File: config.mk
export PLATFORM = sky130hd
export DESIGN_NAME = pgidle_top
export DESIGN_NICKNAME = d
export VERILOG_FILES = /design/src/rtl/pgidle_pkg.sv /design/src/rtl/pgidle_datapath.sv /design/src/rtl/pgidle_ctrl.sv /design/src/rtl/pgidle_top.sv
export SDC_FILE = /design/constraint.sdc
export NUM_CORES = 1
export LEC_CHECK = 0
export ABC_AREA = 1
export BUFFER_PORTS_ARGS = -buffer_cell sky130_fd_sc_hd__buf_2
export CAP_MARGIN = 20
export CORE_MARGIN = 2
export CORE_UTILIZATION = 53
export CTS_BUF_LIST = sky130_fd_sc_hd__clkbuf_16
export DETAILED_ROUTE_END_ITERATION = 6
export GPL_TIMING_DRIVEN = 0
export PLACE_DENSITY = 0.72
export REMOVE_ABC_BUFFERS = 1
export SLEW_MARGIN = 20
export SYNTH_ARGS = -nofsm -noshare
export SYNTH_HDL_FRONTEND = slang
export SYNTH_SLANG_ARGS = --single-unit
File: constraint.sdc
create_clock -name clk -period 4.05 [get_ports clk]
set_input_delay 0.2025 -clock clk [delete_from_list [all_inputs] [get_ports clk]]
set_output_delay 0.2025 -clock clk [all_outputs]
set_load 0.02 [all_outputs]
File: src/rtl/pgidle_pkg.sv
package pgidle_pkg;
  localparam int NUM_BANKS = 4;
  localparam int BANK_W    = $clog2(NUM_BANKS);
  localparam int CNT_W     = 6;

  typedef struct packed {
    logic [NUM_BANKS-1:0] openSet;
    logic [NUM_BANKS-1:0] openClr;
    logic [NUM_BANKS-1:0] cntClr;
  } bankStrobe_t;

  function automatic logic [CNT_W-1:0] idleLimit(input logic [2:0] code);
    logic [CNT_W-1:0] lim;
    case (code)
      3'd0: lim = CNT_W'(0);
      3'd1: lim = CNT_W'(2);
      3'd2: lim = CNT_W'(4);
      3'd3: lim = CNT_W'(8);
      3'd4: lim = CNT_W'(10);
      3'd5: lim = CNT_W'(12);
      3'd6: lim = CNT_W'(16);
      default: lim = CNT_W'(32);
    endcase
    return lim;
  endfunction
endpackage

File: src/rtl/pgidle_datapath.sv
module pgidle_datapath
  import pgidle_pkg::*;
(
  input  logic                 clk,
  input  logic                 rstN,
  input  bankStrobe_t          strobe,
  input  logic [3:0]           idleCode,
  input  logic [NUM_BANKS-1:0] bankEn,
  output logic [NUM_BANKS-1:0] pageOpen,
  output logic [NUM_BANKS-1:0] expired
);
  logic [CNT_W-1:0] limit;
  logic             infinite;

  assign limit    = idleLimit(idleCode[2:0]);
  assign infinite = idleCode[3];

  for (genvar i = 0; i < NUM_BANKS; i++) begin : gBank
    logic [CNT_W-1:0] idleCnt;
    logic             openQ;

    always_ff @(posedge clk) begin
      if (!rstN) begin
        openQ   <= 1'b0;
        idleCnt <= '0;
      end else begin
        if (strobe.openClr[i])      openQ <= 1'b0;
        else if (strobe.openSet[i]) openQ <= 1'b1;

        if (strobe.cntClr[i])                idleCnt <= '0;
        else if (openQ && idleCnt < limit)   idleCnt <= idleCnt + 1'b1;
      end
    end

    assign pageOpen[i] = openQ;
    assign expired[i]  = openQ && !infinite && bankEn[i] && (idleCnt >= limit);

    // the idle count saturates and never passes the longest timeout
    assert_cnt_bound_R1: assert property (@(posedge clk) disable iff (!rstN)
      idleCnt <= CNT_W'(32));

    // an access strobe restarts the count
    assert_cnt_restart_R3: assert property (@(posedge clk) disable iff (!rstN)
      strobe.cntClr[i] |=> idleCnt == '0);
  end
endmodule

File: src/rtl/pgidle_ctrl.sv
module pgidle_ctrl
  import pgidle_pkg::*;
(
  input  logic                 clk,
  input  logic                 rstN,
  input  logic                 accValid,
  input  logic [BANK_W-1:0]    accBank,
  input  logic                 closeAck,
  input  logic                 fourBank,
  input  logic [3:0]           idleCode,
  input  logic [NUM_BANKS-1:0] expired,
  input  logic [NUM_BANKS-1:0] pageOpen,
  output bankStrobe_t          strobe,
  output logic [NUM_BANKS-1:0] bankEn,
  output logic                 closeReq,
  output logic [BANK_W-1:0]    closeBank
);
  localparam int HALF = NUM_BANKS / 2;

  logic [NUM_BANKS-1:0] accHit;
  logic [NUM_BANKS-1:0] grant;

  for (genvar i = 0; i < NUM_BANKS; i++) begin : gEn
    if (i < HALF) begin : gLow
      assign bankEn[i] = 1'b1;
    end else begin : gHigh
      assign bankEn[i] = fourBank;
    end
  end

  always_comb begin
    closeReq  = 1'b0;
    closeBank = '0;
    for (int i = NUM_BANKS - 1; i >= 0; i--) begin
      if (expired[i]) begin
        closeReq  = 1'b1;
        closeBank = BANK_W'(i);
      end
    end
  end

  always_comb begin
    for (int i = 0; i < NUM_BANKS; i++) begin
      accHit[i] = accValid && (accBank == BANK_W'(i)) && bankEn[i];
      grant[i]  = closeReq && closeAck && (closeBank == BANK_W'(i));
    end
  end

  assign strobe.openSet = accHit;
  assign strobe.openClr = (grant & ~accHit) | ~bankEn;
  assign strobe.cntClr  = accHit | strobe.openClr;

  // the offered bank is actually open
  assert_req_open_R5: assert property (@(posedge clk) disable iff (!rstN)
    closeReq |-> pageOpen[closeBank]);

  // infinite mode never requests a close
  assert_infinite_quiet_R2: assert property (@(posedge clk) disable iff (!rstN)
    idleCode[3] |-> !closeReq);

  // an enabled access opens its page on the next cycle
  assert_access_opens_R4: assert property (@(posedge clk) disable iff (!rstN)
    (accValid && bankEn[accBank]) |=> pageOpen[$past(accBank)]);

  // an acknowledged close clears the page unless the same bank is accessed
  assert_ack_clears_R6: assert property (@(posedge clk) disable iff (!rstN)
    (closeReq && closeAck && !(accValid && accBank == closeBank))
      |=> !pageOpen[$past(closeBank)]);

  // two-bank mode never offers an upper bank
  assert_two_bank_R7: assert property (@(posedge clk) disable iff (!rstN)
    (closeReq && !fourBank) |-> closeBank < BANK_W'(HALF));
endmodule

File: src/rtl/pgidle_top.sv
module pgidle_top
  import pgidle_pkg::*;
(
  input  logic                 clk,
  input  logic                 rstN,
  input  logic [3:0]           idleCode,
  input  logic                 fourBank,
  input  logic                 accValid,
  input  logic [BANK_W-1:0]    accBank,
  input  logic                 closeAck,
  output logic [NUM_BANKS-1:0] pageOpen,
  output logic                 closeReq,
  output logic [BANK_W-1:0]    closeBank
);
  bankStrobe_t          strobe;
  logic [NUM_BANKS-1:0] bankEn;
  logic [NUM_BANKS-1:0] expired;

  pgidle_ctrl u_ctrl (
    .clk(clk), .rstN(rstN), .accValid(accValid), .accBank(accBank),
    .closeAck(closeAck), .fourBank(fourBank), .idleCode(idleCode),
    .expired(expired), .pageOpen(pageOpen), .strobe(strobe),
    .bankEn(bankEn), .closeReq(closeReq), .closeBank(closeBank)
  );

  pgidle_datapath u_dp (
    .clk(clk), .rstN(rstN), .strobe(strobe), .idleCode(idleCode),
    .bankEn(bankEn), .pageOpen(pageOpen), .expired(expired)
  );

  // no request while every page is closed
  assert_idle_reset_R8: assert property (@(posedge clk) disable iff (!rstN)
    (pageOpen == '0) |-> !closeReq);
endmodule

==> flow_metrics.tcl <==
set metrics [dict create \
    yosys.area_share.adder_pct 14.0 \
    syn_inst 291 \
    synth_area_leaders "dfxtp_1 (26%), ha_1 (14%), inv_1 (9.3%)" \
    final_cells 357 \
    clock-root-buffer "clkbuf_16" \
    fmax_ghz 0.415 \
    grt_pass1_wl_mm 6.37 \
    nets 344 \
    cts_tree "built" \
    antenna_found_initial 0 \
    cts-buffers-inserted 3 \
    firstDrtPassIters 4 \
    tightest_slew_ns 0.741 \
    fin_tns_setup_ns 0 \
    crit_type "primary input to output port" \
    clock_sinks 28 \
    clockBufferDepth 2 \
    crit_required_ns 3.85 \
    fin_crit_sh_pct 59.5 \
    hpwlAfterDp_mm 3.02 \
    synthFlopType "dfxtp_1" \
    overflow 0 \
    dpl.cell_count 354 \
    n_antenna_cell 0 \
    hold_class "primary input to flop" \
    area.growth.synth_to_final_pct 9.01 \
    clk_pin_slew_ns 0.06 \
    hold_viol_final 0 \
    setup_viol 0 \
    post_drt_wl_per_cell_um 10.3 \
    syn-cell-area_um2 2140 \
    synth_top_area_cell "dfxtp_1" \
    drc 0 \
    num_vias 1750 \
    powerDensity_nw_per_um2 254 \
    synth_edf_count 0 \
    synthDistinctLibCells 28 \
    reg2reg_depth 12 \
    port_buffers 17 \
    yosysTopAreaCellShare_pct 26.2 \
    synthMuxAreaShare_pct 0.527 \
    groute.usage.overall_pct 18.4 \
    postCtsSetupBuffers 0 \
    fillerInstances 360 \
    power.total_uw 592 \
    die_area_um2 4560 \
    dr.first_iter.drc_count 68 \
    cp-start-kind "primary input" \
    synth_seq_cells 28 \
    fin_crit_ns 2.41 \
    maxSlewViolCount 0 \
    status "finished clean" \
    die_width_um 67.5 \
    initial_core_util_pct 54.2 \
    synth_xor_area_share_pct 6.14 \
    die_y_um 67.5 \
    ys_async_sr_fraction_pct 0 \
    end_kind "output port" \
    io_pins 18 \
    grt_setup_unrepaired "false" \
    relSlewSlack_pct 50.1 \
    ir_drop_v 0.000150 \
    cts-resized-gates 0 \
    layout-drive-gt1-share_pct 20.5 \
    ys_warn_count 0 \
    synth_top_family_by_area "simple AND/OR/NAND/NOR gates" \
    syn_area_per_cell_um2 7.35 \
    drt-total-wl_mm 3.69 \
    grt_max_degree 15 \
    clock_skew_ns 0.00906 \
    holdWs_ns 0.207 \
    cts_hold_buf 0 \
    worstPathArrival_ns 2.21 \
    ant_nets 0 \
    gp_congestion 0.808 \
    clock_latency_ns 0.27 \
    rows 23 \
    max-cap-violations 0 \
    synth_compound_area_share_pct 5.62 \
    core-area_um2 3940 \
    via_per_inst 4.90 \
    synthSimpleGateAreaFrac_pct 36.6 \
    synth_common_cells "inv_1 (53), nand2_1 (52), nor2_1 (29)" \
    cts.htree.levels 1 \
    yosysSeqAreaShare_pct 26.2 \
    leakagePower_uw 0.00108 \
    grt_pass1_vias 1499 \
    synth_most_common_cell "inv_1" \
    hold_path_depth 3 \
    cp_max_fo 6 \
]
-- path summary, 6_finish.rpt --
kind,slack (ns),endpoint,from
max,1.64,closeBank[0],idleCode[2]
min,0.21,u_dp.gBank[2].openQ,fourBank
min reg2reg,0.49,u_dp.gBank[0].openQ,u_dp.gBank[0].openQ
max reg2reg,2.27,u_dp.gBank[3].idleCnt[2],u_dp.gBank[2].idleCnt[3]
-- flip-flops by register name, summed over array words and instances, names as in the netlist --
name and count:
u_dp.gBank.idleCnt 24, u_dp.gBank.openQ 4
-- routing by layer --
metal	GRT usage (%)	wire length, um
met4	5.36	55
met1	25.2	1900
met2	29.9	1600
met5	0	0
met3	2.50	130
-- power breakdown --
group          switching (uW)  internal, uW
Sequential               2.39           278
Clock                    95.7           131
Combinational            55.9          28.5
Total                     154           438
-- cells by family (layout without fill, tap and decap cells) --
family	Yosys count	count (layout)
AO/OA/AOI/OAI	19	19
XOR/XNOR	15	15
adder cells (fa/ha/maj)	24	24
buffers and inverters	58	74
flip-flops	28	28
multiplexers	1	1
AND/OR/NAND/NOR	146	146
-- worst max-delay path, stage by stage --
cell and delay (ns):
buf_2 0.13, o21ai_0 0.59, ha_1 0.38, nand2_1 0.07
nand2_1 0.06, a21oi_2 0.14, nand3_1 0.09, nand2_1 0.10
inv_1 0.05, nand2_1 0.05, nand2_1 0.05, nand2_2 0.09
inv_1 0.06, buf_2 0.15
-- per-stage QoR --
step,setup WS (ns),instance area (um2),util [%]
3_5_place_dp,1.61,2260,57.2
5_1_grt,1.42,2330,59.1
6_report,1.64,2330,59.1
2_1_floorplan,2.05,2110,-
4_1_cts,1.60,2330,59.1
3_3_place_gp,1.59,2260,57.2
-- cell usage in the layout (no fill, tap or decap) --
cell type  synthesis  final
nor4_1             2      2
inv_2              1      1
inv_1             53     53
or2_0              1      1
a21oi_2            6      6
nand4_1            4      4
nand3_4            3      3
nor3b_2            2      2
nor3_1             3      3
o21ai_0            5      5
nand3_1           19     19
nand2_1           52     52
dfxtp_1           28     28
a21o_1             1      1
mux2_2             1      1
ha_1              24     24
clkbuf_16          0      3
a21oi_1            7      7
nand2_2            8      8
xor2_1            10     10
buf_2              0     17
xnor2_1            5      5
nor2_1            29     29
nand2_4            2      2
nor3_2             3      3
nand3_2            3      3
nor2_2            10     10
or2_1              1      1
nor2_4             4      4
-- layout make-up --
class / instances / area [um2] / area share (%)
multi-input cells: 205 / 1350 / 57.7
flip-flops and latches: 28 / 561 / 24.0
inverters: 54 / 203 / 8.70
repair buffers: 17 / 85.1 / 3.65
clock buffers: 3 / 75.1 / 3.22
well taps: 50 / 62.6 / 2.68
Power figures use the tool's default switching activity.
